## config.mk

```make
export PLATFORM = sky130hd
export DESIGN_NAME = sirq_encoder
export DESIGN_NICKNAME = d
export VERILOG_FILES = /design/src/rtl/sirq_pkg.sv /design/src/rtl/sirq_line_mon.sv /design/src/rtl/sirq_frame_seq.sv /design/src/rtl/sirq_slot_map.sv /design/src/rtl/sirq_encoder.sv
export SDC_FILE = /design/constraint.sdc
export NUM_CORES = 1
export LEC_CHECK = 0
export CORE_MARGIN = 4
export CORE_UTILIZATION = 35
export DETAILED_ROUTE_END_ITERATION = 12
export DONT_BUFFER_PORTS = 1
export GPL_TIMING_DRIVEN = 0
export SETUP_SLACK_MARGIN = 0.05
export SYNTH_ARGS = -nofsm -noshare
export SYNTH_HDL_FRONTEND = slang
export SYNTH_HIERARCHICAL = 1
export SYNTH_SLANG_ARGS = --single-unit
```

## constraint.sdc

```tcl
create_clock -name clk_i -period 2.6 [get_ports clk_i]
set_input_delay 0.52 -clock clk_i [delete_from_list [all_inputs] [get_ports clk_i]]
set_output_delay 0.52 -clock clk_i [all_outputs]
set_load 0.05 [all_outputs]
```

## src/rtl/sirq_pkg.sv

```systemverilog
package sirq_pkg;
  localparam int NUM_SRC = 6;
  // slot number of each source bit, in bit order
  localparam int SRC_SLOT [NUM_SRC] = '{3, 4, 5, 9, 10, 11};

  typedef enum logic [1:0] {ST_IDLE, ST_DATA, ST_STOP} seq_st_e;
  typedef enum logic [1:0] {PH_SAMPLE, PH_RECOV, PH_TURN} phase_e;
endpackage

```

## src/rtl/sirq_line_mon.sv

```systemverilog
module sirq_line_mon #(
  parameter int RUN_W = 4
) (
  input  logic             clk_i,
  input  logic             rst_ni,
  input  logic             line_i,
  output logic [RUN_W-1:0] run_o,
  output logic             rise_o
);
  localparam logic [RUN_W-1:0] RUN_MAX = '1;

  // length of the current low run, saturating
  always_ff @(posedge clk_i or negedge rst_ni) begin
    if (!rst_ni)               run_o <= '0;
    else if (line_i)           run_o <= '0;
    else if (run_o != RUN_MAX) run_o <= run_o + 1'b1;
  end

  assign rise_o = line_i && (run_o != '0);
endmodule

```

## src/rtl/sirq_frame_seq.sv

```systemverilog
module sirq_frame_seq
  import sirq_pkg::*;
#(
  parameter int SLOTS      = 16,
  parameter int RUN_W      = 4,
  parameter int START_MIN  = 4,
  parameter int STOP_QUIET = 2,
  parameter int STOP_CONT  = 3,
  localparam int SLOT_W    = $clog2(SLOTS)
) (
  input  logic              clk_i,
  input  logic              rst_ni,
  input  logic              rise_i,
  input  logic [RUN_W-1:0]  run_i,
  output seq_st_e           state_o,
  output logic [SLOT_W-1:0] slot_o,
  output phase_e            phase_o,
  output logic              quiet_o
);
  localparam logic [RUN_W-1:0]  START_MIN_L = RUN_W'(START_MIN);
  localparam logic [RUN_W-1:0]  STOP_Q_L    = RUN_W'(STOP_QUIET);
  localparam logic [RUN_W-1:0]  STOP_C_L    = RUN_W'(STOP_CONT);
  localparam logic [SLOT_W-1:0] LAST_SLOT   = SLOT_W'(SLOTS - 1);

  always_ff @(posedge clk_i or negedge rst_ni) begin
    if (!rst_ni) begin
      state_o <= ST_IDLE;
      slot_o  <= '0;
      phase_o <= PH_SAMPLE;
      quiet_o <= 1'b0;
    end else begin
      case (state_o)
        ST_IDLE: if (rise_i && run_i >= START_MIN_L) begin
          state_o <= ST_DATA;
          slot_o  <= '0;
          phase_o <= PH_SAMPLE;
        end
        ST_DATA: case (phase_o)
          PH_SAMPLE: phase_o <= PH_RECOV;
          PH_RECOV:  phase_o <= PH_TURN;
          default: begin
            phase_o <= PH_SAMPLE;
            if (slot_o == LAST_SLOT) state_o <= ST_STOP;
            else                     slot_o  <= slot_o + 1'b1;
          end
        endcase
        ST_STOP: if (rise_i) begin
          // other pulse lengths: keep waiting
          if (run_i == STOP_Q_L) begin
            quiet_o <= 1'b1;
            state_o <= ST_IDLE;
          end else if (run_i == STOP_C_L) begin
            quiet_o <= 1'b0;
            state_o <= ST_IDLE;
          end
        end
        default: state_o <= ST_IDLE;
      endcase
    end
  end
endmodule

```

## src/rtl/sirq_slot_map.sv

```systemverilog
module sirq_slot_map
  import sirq_pkg::*;
#(
  parameter int N_SRC  = sirq_pkg::NUM_SRC,
  parameter int SLOT_W = 4
) (
  input  logic [SLOT_W-1:0] slot_i,
  output logic [N_SRC-1:0]  sel_o
);
  for (genvar i = 0; i < N_SRC; i++) begin : g_sel
    assign sel_o[i] = (slot_i == SLOT_W'(SRC_SLOT[i]));
  end
endmodule

```

## src/rtl/sirq_encoder.sv

```systemverilog
module sirq_encoder
  import sirq_pkg::*;
#(
  parameter int NUM_SRC    = sirq_pkg::NUM_SRC,
  parameter int SLOTS      = 16,
  parameter int RUN_W      = 4,
  parameter int START_MIN  = 4,
  parameter int STOP_QUIET = 2,
  parameter int STOP_CONT  = 3
) (
  input  logic               clk_i,
  input  logic               rst_ni,
  input  logic [NUM_SRC-1:0] irq_i,
  input  logic               sirq_i,
  output logic               sirq_oe_o,
  output logic               sirq_do_o,
  output logic               quiet_o
);
  localparam int SLOT_W = $clog2(SLOTS);

  logic [RUN_W-1:0]   run;
  logic               rise;
  seq_st_e            state;
  logic [SLOT_W-1:0]  slot;
  phase_e             phase;
  logic [NUM_SRC-1:0] sel;
  logic [NUM_SRC-1:0] rep_q;
  logic               in_data, sample, recov, pend_hit;
  logic               drove_q, start_q;

  sirq_line_mon #(.RUN_W(RUN_W)) u_mon (
    .clk_i  (clk_i),
    .rst_ni (rst_ni),
    .line_i (sirq_i),
    .run_o  (run),
    .rise_o (rise)
  );

  sirq_frame_seq #(
    .SLOTS(SLOTS), .RUN_W(RUN_W), .START_MIN(START_MIN),
    .STOP_QUIET(STOP_QUIET), .STOP_CONT(STOP_CONT)
  ) u_seq (
    .clk_i   (clk_i),
    .rst_ni  (rst_ni),
    .rise_i  (rise),
    .run_i   (run),
    .state_o (state),
    .slot_o  (slot),
    .phase_o (phase),
    .quiet_o (quiet_o)
  );

  sirq_slot_map #(.N_SRC(NUM_SRC), .SLOT_W(SLOT_W)) u_map (
    .slot_i (slot),
    .sel_o  (sel)
  );

  assign in_data  = (state == ST_DATA);
  assign sample   = in_data && (phase == PH_SAMPLE);
  assign recov    = in_data && (phase == PH_RECOV);
  assign pend_hit = |(sel & irq_i);

  always_ff @(posedge clk_i or negedge rst_ni) begin
    if (!rst_ni) begin
      drove_q <= 1'b0;
      start_q <= 1'b0;
      rep_q   <= '0;
    end else begin
      drove_q <= sample && pend_hit;
      // idle = high on this clock and the one before
      start_q <= (state == ST_IDLE) && quiet_o && !start_q && sirq_i &&
                 (run == '0) && |(irq_i ^ rep_q);
      for (int i = 0; i < NUM_SRC; i++)
        if (sample && sel[i]) rep_q[i] <= irq_i[i];
    end
  end

  assign sirq_oe_o = start_q || (sample && pend_hit) || (recov && drove_q);
  assign sirq_do_o = recov && drove_q;
endmodule

```

# Word-level counts from Yosys, hierarchy flattened
# Index checks and enable logic that the tools add are counted.
# classes
n_addsub,2
magnitude_cmp,1
eq_ne,19
mux,18
bitwise_logic,2
n_reduce_logical,34
# ops
cell,n
4-bit two-way mux,5
1-bit logical AND,17
4-bit equality test (second input constant),4
2-bit two-way mux,7
4-bit by 2-bit equality test with 1-bit output (second input constant),3
6-bit OR reduction,2
4-bit by 1-bit adder with 4-bit output (second input constant),2
4-bit by 3-bit equality test with 1-bit output (second input constant),2
2-bit one-hot mux with 2 select lines,2
4-bit one-hot mux with 2 select lines,1
6-bit AND,1
2-bit by 1-bit inequality test with 1-bit output (second input constant),3
2-bit one-hot mux with 3 select lines,1
2-bit nonzero test,3
6-bit XOR,1
5-bit AND reduction,1
2-bit by 1-bit equality test with 1-bit output (second input constant),2
4-bit by 3-bit >= comparator with 1-bit output (second input constant),1
2-bit zero test,2
4-bit zero test,1
2-bit inequality test (second input constant),2
4-bit inequality test (second input constant),1
4-bit AND reduction,1
4-bit nonzero test,1
other kinds (8),10
# word_totals
regBits,21
word_cells,89

# Depth between registers and ports, before layout
# Gate-level depths: netlist (run 1).
# depth
depth_word,6
depth_mapped,7

# Modules after synthesis
# Netlist (run 1), hierarchy kept.
# by_module_without_submodules
mod,instances,cells_per_inst,area_each_um2
sirq_frame_seq,1,50,493.0
sirq_encoder,1,40,455.4
sirq_line_mon,1,24,245.2
sirq_slot_map,1,6,76.3

# Worst setup path before layout (run 1)
# No wires, ideal clock.
# synth_timing
path_type,reg-to-output
from,register u_seq.phase_o[1]
to,output port sirq_oe_o
t_arrival_ns,2.729
t_required_ns,2.080
slack_ns,-0.649
path_stages_with_launch,3
n_path_buf,0
cell_sequence,dfrtp_1 > nor4b_1 > or3_1
# synth_rtl
item,line,rtl
"start, declared",sirq_frame_seq.sv:17,"output phase_e phase_o,"
"start signal, assigned",sirq_frame_seq.sv:29,phase_o <= PH_SAMPLE;
"start signal, assigned",sirq_frame_seq.sv:36,phase_o <= PH_SAMPLE;
"start signal, assigned",sirq_frame_seq.sv:39,PH_SAMPLE: phase_o <= PH_RECOV;
2-bit by 1-bit equality test with 1-bit output,sirq_encoder.sv:60,assign recov = in_data && (phase == PH_RECOV);
1-bit logical AND,sirq_encoder.sv:60,
1-bit logical AND,-,
via sirq_do_o,sirq_encoder.sv:16,"output logic sirq_do_o,"
1-bit logical OR,sirq_encoder.sv:78,assign sirq_oe_o = start_q || (sample && pend_hit) || (recov && drove_q);
"end, declared",sirq_encoder.sv:15,"output logic sirq_oe_o,"
# The timed path passes the listed nets, and every way through them passes these cells.

# Final worst setup path (run 1)
# layout_timing
from,register u_seq.slot_o[3]
to,output port sirq_oe_o
# layout_between
elab_chain_cells,6
# layout_rtl
item,line,rtl
"start, declared",sirq_frame_seq.sv:16,"output logic [SLOT_W-1:0] slot_o,"
"start signal, assigned",sirq_frame_seq.sv:44,else slot_o <= slot_o + 1'b1;
4-bit equality test,sirq_slot_map.sv:11,assign sel_o[i] = (slot_i == SLOT_W'(SRC_SLOT[i]));
via sel[4],sirq_encoder.sv:26,logic [NUM_SRC-1:0] sel;
6-bit AND,sirq_encoder.sv:61,assign pend_hit = |(sel & irq_i);
6-bit OR reduction,sirq_encoder.sv:61,
1-bit logical AND,sirq_encoder.sv:78,
1-bit logical OR (2 in a row),sirq_encoder.sv:78,
# The timed path passes the listed nets, and every way through them passes these cells.

==> results.yml, run 1 <==
setup_path:
  crit_path_end_kind: "output pin"
  critical_path_required_ns: 2.08
  crit_type: "flip-flop to output pin"
  arrival_ns: 2.07
  reg2reg_slack_ns: 0.59
  critPathMaxFanout: 5
  setup.worst_path.start_class: "flip-flop"
grt:
  use_met2: 0.196
  grt.overflow.total: 0
  track_usage: 0.120
  grt_pass1_wl_um: 4210
  grt_pass1_vias: 950
  grt.busiest_layer: "met2"
  grt_max_degree: 22
  grt_util_met1: 0.152
  grtUsageMet3: 0.0246
  antenna_found_initial: 0
min_path:
  holdCritPathClass: "primary input to flip-flop"
detailed_routing:
  drtIter0Drc: 27
  dr.pass1.iters: 4
  drc: 0
  routed_wl_um: 2520
  routed_via_density: 5.46
  final_antenna_net_count: 0
  wl_per_cell_um: 14.2
  vias: 966
cells_and_area:
  nets: 144
  drive_gt1_frac: 0.252
  fillers: 347
  n_antenna_cell: 0
  layout_commonest_cell: "dfrtp_1"
  ff_latch_area_um2: 531
  multi_input_area_um2: 731
  layout_common_cells: "17 x dfrtp_1, 11 x nand2_1, 6 x nor2_1"
  syn_to_final_growth_pct: 13.8
  final_cells: 177
die:
  chipWidth_um: 68.2
  row_count: 21
  die_area_mm2: 0.00466
  die_y_um: 68.2
  initial_core_util: 0.372
  ios: 12
  coreArea_mm2: 0.00342
timing:
  timing.final.crit_period_ns: 2.59
  relSlewSlack: 0.366
  tightest_slew_ns: 0.947
  finalSetupViolations: 0
  maxSlewViolCount: 0
  hold_viol: 0
  finalCritPeriodShare: 0.996
  layout_setup_ws_ns: 0.0107
  final.setup_skew_ns: 0.00776
  max_freq_ghz: 0.386
  hold_slack_ns: 0.249
  rsz0062_at_grt: "true"
  tns_ns: 0
clocking:
  htree_num_levels: 1
  cts_buffers: 3
  clock_path_buffers: 2
  path_clk_slew_ns: 0.12
  root_buffer: "clkbuf_4"
  cts_sinks: 21
  insertion_delay_ns: 0.30
  cts_tree: "done"
placement:
  gp_congestion: 0.794
  pre_cts_slack_ns: -0.0622
  dp.cells: 166
  dp_hpwl_um: 1780
  port_buffers: 0
yosys:
  avgSynthCellArea_um2: 10.6
  netlist.area_leader.share: 0.414
  syn-num-nets: 132
  synthXorXnorAreaFrac: 0.0414
  synth_edf_count: 0
  synth_area_leaders: "dfrtp_1 41%, mux2_1 4.4%, and4bb_2 3.9%"
  yosysTopAreaCell: "dfrtp_1"
  synthAdderAreaFrac: 0.0296
  synth-async-reset-ratio: 1.00
  synth-seq-cells: 21
  syn_inst: 120
  synth_area_mm2: 0.00127
  synth_top_family_by_area: "simple AND/OR/NAND/NOR gates"
  ys_warn_count: 6
  synth_ff_type: "dfrtp_1"
  yosys.area_share.simple: 0.258
  ys_seq_area_frac: 0.414
  synthMuxAreaShare: 0.0700
  synth.distinct_cells: 45
  synth-compound-area-share: 0.161
power_and_ir_drop:
  vdd_drop_max_mv: 0.370
  p_total_uw: 1170
  leakage_uw: 0.000585
  power_density_mw_per_mm2: 812
job:
  drv_cap: 0
run_status:
  status: "complete, no violations"
==> repair_timing <==
action / 4_1_cts / 5_1_grt
endpoints found under the setup margin: 1 / 1
endpoints found under the hold margin: 21 / 0
pin swaps: 2 / 3
hold buffers: 1 / 0
setup buffers: 4 / 2
resized for setup: 8 / 3
==> power by group <==
group | internal, uW | total, uW | switching [uW]
sequential | 420 | 546 | 125
combinational | 260 | 468 | 208
clock | 58.5 | 159 | 101
==> per-layer routing <==
layer / part of all wire / vias up
li1: - / 473
met1: 0.47 / 477
met2: 0.49 / 14
met3: 0.041 / 2
met4: 0.0056 / 0
met5: 0 / -
==> metrics by stage <==
step / util / area, um2
after floorplan: - / 1280
after global placement: 0.390 / 1330
after detailed placement: 0.390 / 1330
after CTS: 0.418 / 1430
after global routing: 0.423 / 1450
final: 0.423 / 1450
==> synth_stat cells, types with 2 or more instances <==
master	instances
mux2_1	5
nor4b_1	2
inv_1	5
o221a_2	2
nand3_1	5
and4bb_2	4
and3_1	2
nand2b_1	4
xnor2_1	2
a21oi_1	2
dfrtp_1	21
ha_1	3
a31oi_1	3
nand2_1	11
a22o_1	4
nor2_1	6
or3_1	3
mux2_2	2
o21ai_0	4
nand4_1	2
xor2_1	4
==> final timing paths <==
path | endpoint | depth (start not counted) | start
max in group asynchronous | u_seq/slot_o[2] | 1 | rst_ni
worst max-delay path | sirq_oe_o | 5 | u_seq/slot_o[3]
worst min-delay path | u_mon/run_o[3] | 1 | sirq_i
worst max register to register | u_seq/slot_o[1] | 7 | u_mon/run_o[0]
min in group asynchronous | u_seq/phase_o[1] | 1 | rst_ni
worst min register to register | rep_q[1] | 1 | rep_q[1]
==> kinds of logic after synthesis <==
family | Yosys count
AND/OR/NAND/NOR | 49
AO/OA/AOI/OAI | 26
adder cells (fa/ha/maj) | 3
multiplexers | 8
flip-flops | 21
XOR/XNOR | 6
buffers and inverters | 7
==> state kept, by name, indices dropped and copies added (netlist names) <==
register / count
drove_q: 1
u_seq/phase_o: 2
u_mon/run_o: 4
rep_q: 6
u_seq/slot_o: 4
u_seq/state_o: 2
u_seq/quiet_o: 1
start_q: 1
==> critical path, stage by stage, from the launching register on <==
cell	delay (ns)
dfrtp_2	0.46
buf_6	0.13
and4bb_2	0.22
a22o_1	0.18
o31a_1	0.30
or3_4	0.47
==> final cells by class <==
cell class,count,share of cell area
clock buffers,3,0.0156
well taps,46,0.0398
plain buffers,2,0.0104
flip-flops and latches,21,0.367
repair buffers,7,0.0433
inverters,5,0.0130
clock inverters,1,0.00519
multi-input cells,92,0.506
Note: power is estimated with default switching activity, not from simulation.
==> run 2: changes to the inputs <==
- CORE_MARGIN: 4 -> default
==> results.yml, run 2 (same netlist as run 1, synthesis figures left out) <==
run_status:
  status: "complete, no violations"
cells_and_area:
  ff_latch_area_um2: 531
  reg.largest.list: "rep_q x6, u_mon/run_o x4, u_seq/slot_o x4"
  layout_commonest_cell: "dfrtp_1"
  finish.instance_area_mm2: 0.00144
  fillers: 341
  drive_gt1_frac: 0.252
  largest-register: "rep_q"
  nets: 144
  syn_to_final_growth_pct: 13.0
  multi_input_area_um2: 731
  n_antenna_cell: 0
  largest_reg_flops: 6
  layout_common_cells: "17 x dfrtp_1, 11 x nand2_1, 6 x nor2_1, 6 x buf_4"
placement:
  dp_hpwl_um: 1850
  gp_congestion: 0.802
  place_area_mm2: 0.00133
  port_buffers: 0
grt:
  grt.overflow.total: 0
  antenna_found_initial: 0
  grt_pass1_wl_um: 4510
  track_usage: 0.147
  grt_pass1_vias: 953
  grt_max_degree: 22
setup_path:
  crit_path_cell_trace: "and4bb_2 -> a22o_1 -> o31a_1 -> or3_4"
  r2r_end: "u_seq/slot_o[2]"
  critical_path_required_ns: 2.08
  max_stage_delay_ns: 0.47
  reg2reg_from: "u_mon/run_o[0]"
  setup.worst_path.start_class: "flip-flop"
  endpoint: "sirq_oe_o"
  crit_type: "flip-flop to output pin"
  arrival_ns: 2.00
  startpoint: "u_seq/slot_o[0]"
  rr_worst_depth: 7
  reg2reg_slack_ns: 0.58
  crit_path_end_kind: "output pin"
  critPathMaxFanout: 7
  crit_slowest_cell: "dfrtp_2"
detailed_routing:
  routed_wl_um: 2660
  wl_per_cell_um: 15.1
  vias: 978
  final_antenna_net_count: 0
  drc: 0
  routed_via_density: 5.53
  drtIter0Drc: 27
  dr.pass1.iters: 4
clocking:
  path_clk_slew_ns: 0.13
  cts_tree: "done"
  htree_num_levels: 1
  cts_buffers: 3
  clock_path_buffers: 2
  cts_sinks: 21
  insertion_delay_ns: 0.31
  root_buffer: "clkbuf_4"
die:
  row_count: 21
  initial_core_util: 0.372
  ios: 12
  die_y_um: 62.2
  coreArea_mm2: 0.00342
  chipWidth_um: 62.2
  die_area_mm2: 0.00387
timing:
  max_freq_ghz: 0.397
  finalSetupViolations: 0
  final.setup_skew_ns: 0.00162
  relSlewSlack: 0.354
  tightest_slew_ns: 0.965
  maxSlewViolCount: 0
  finalCritPeriodShare: 0.968
  timing.final.crit_period_ns: 2.52
  hold_viol: 0
  rsz0062_at_grt: "true"
  hold_slack_ns: 0.246
job:
  drv_cap: 0
power_and_ir_drop:
  power_density_mw_per_mm2: 821
  leakage_uw: 0.000587
  vdd_drop_max_mv: 0.347
min_path:
  holdCritPathClass: "primary input to flip-flop"
==> run 2: changes by cell type in the layout (fill, tap and decap cells not counted), sizes merged <==
cell / change
clkinvlp: -1
clkinv: +1
==> run 2: through the flow <==
step / TNS (ns) / util / setup WS, ns / std cells / power, uW
after floorplan: 0 / - / 0.105 / 120 / 847
after global placement: -0.0462 / 0.390 / -0.0462 / 166 / 919
after detailed placement: -0.0700 / 0.390 / -0.0700 / 166 / 943
after CTS: 0 / 0.420 / 0.0564 / 177 / 1180
after global routing: 0 / 0.420 / 0.0208 / 177 / 1250
final: 0 / 0.420 / 0.0821 / 177 / 1180
==> run 2: metal layers <==
| metal | GRT usage | part of all wire |
|---|---|---|
| met1 | 0.191 | 0.46 |
| met3 | 0.0276 | 0.037 |
| met2 | 0.242 | 0.49 |
| met5 | 0 | 0 |
| met4 | 0.0523 | 0.0094 |
==> run 2: worst min path at each step <==
stage,startpoint,end,slack [ns],cells past startpoint
floorplan,rst_ni,drove_q,0.22,0
global placement,rst_ni,u_seq/phase_o[1],0.23,0
detailed placement,rst_ni,u_seq/phase_o[0],0.23,0
CTS,sirq_i,u_mon/run_o[3],0.23,1
global route,sirq_i,u_mon/run_o[3],0.23,1
finish,sirq_i,u_mon/run_o[3],0.25,1
==> run 2: cell type report <==
class / count / share of cell area
sequential: 21 / 0.370
buffer: 2 / 0.0105
tap: 46 / 0.0401
clock inverter: 1 / 0.00349
inverter: 5 / 0.0131
clock buffer: 3 / 0.0157
timing repair buffer: 7 / 0.0384
multi-input combinational: 92 / 0.509
==> run 2: report_power, final <==
| part | internal, uW | leakage (uW) | total [uW] | switching [uW] |
|---|---|---|---|---|
| registers | 420 | 0.000262 | 541 | 121 |
| clock network | 57.4 | 0.0000177 | 164 | 107 |
| logic | 254 | 0.000308 | 473 | 219 |
| total | 732 | 0.000587 | 1180 | 447 |
==> run 2: timing repair <==
action,4_1_cts,5_1_grt
gates resized for setup,6,0
pin swaps,5,2
setup endpoints to repair,1,1
setup buffers,6,0
endpoints found under the hold margin,21,0
gates cloned,0,0
hold buffers,1,0
==> run 2: critical path: cells and delay by family, from the launching register on <==
family / cells / cell delay (ns)
and+or+nand+nor: 2 / 0.71
AOI/OAI and AO/OA: 2 / 0.50
DFF: 1 / 0.47
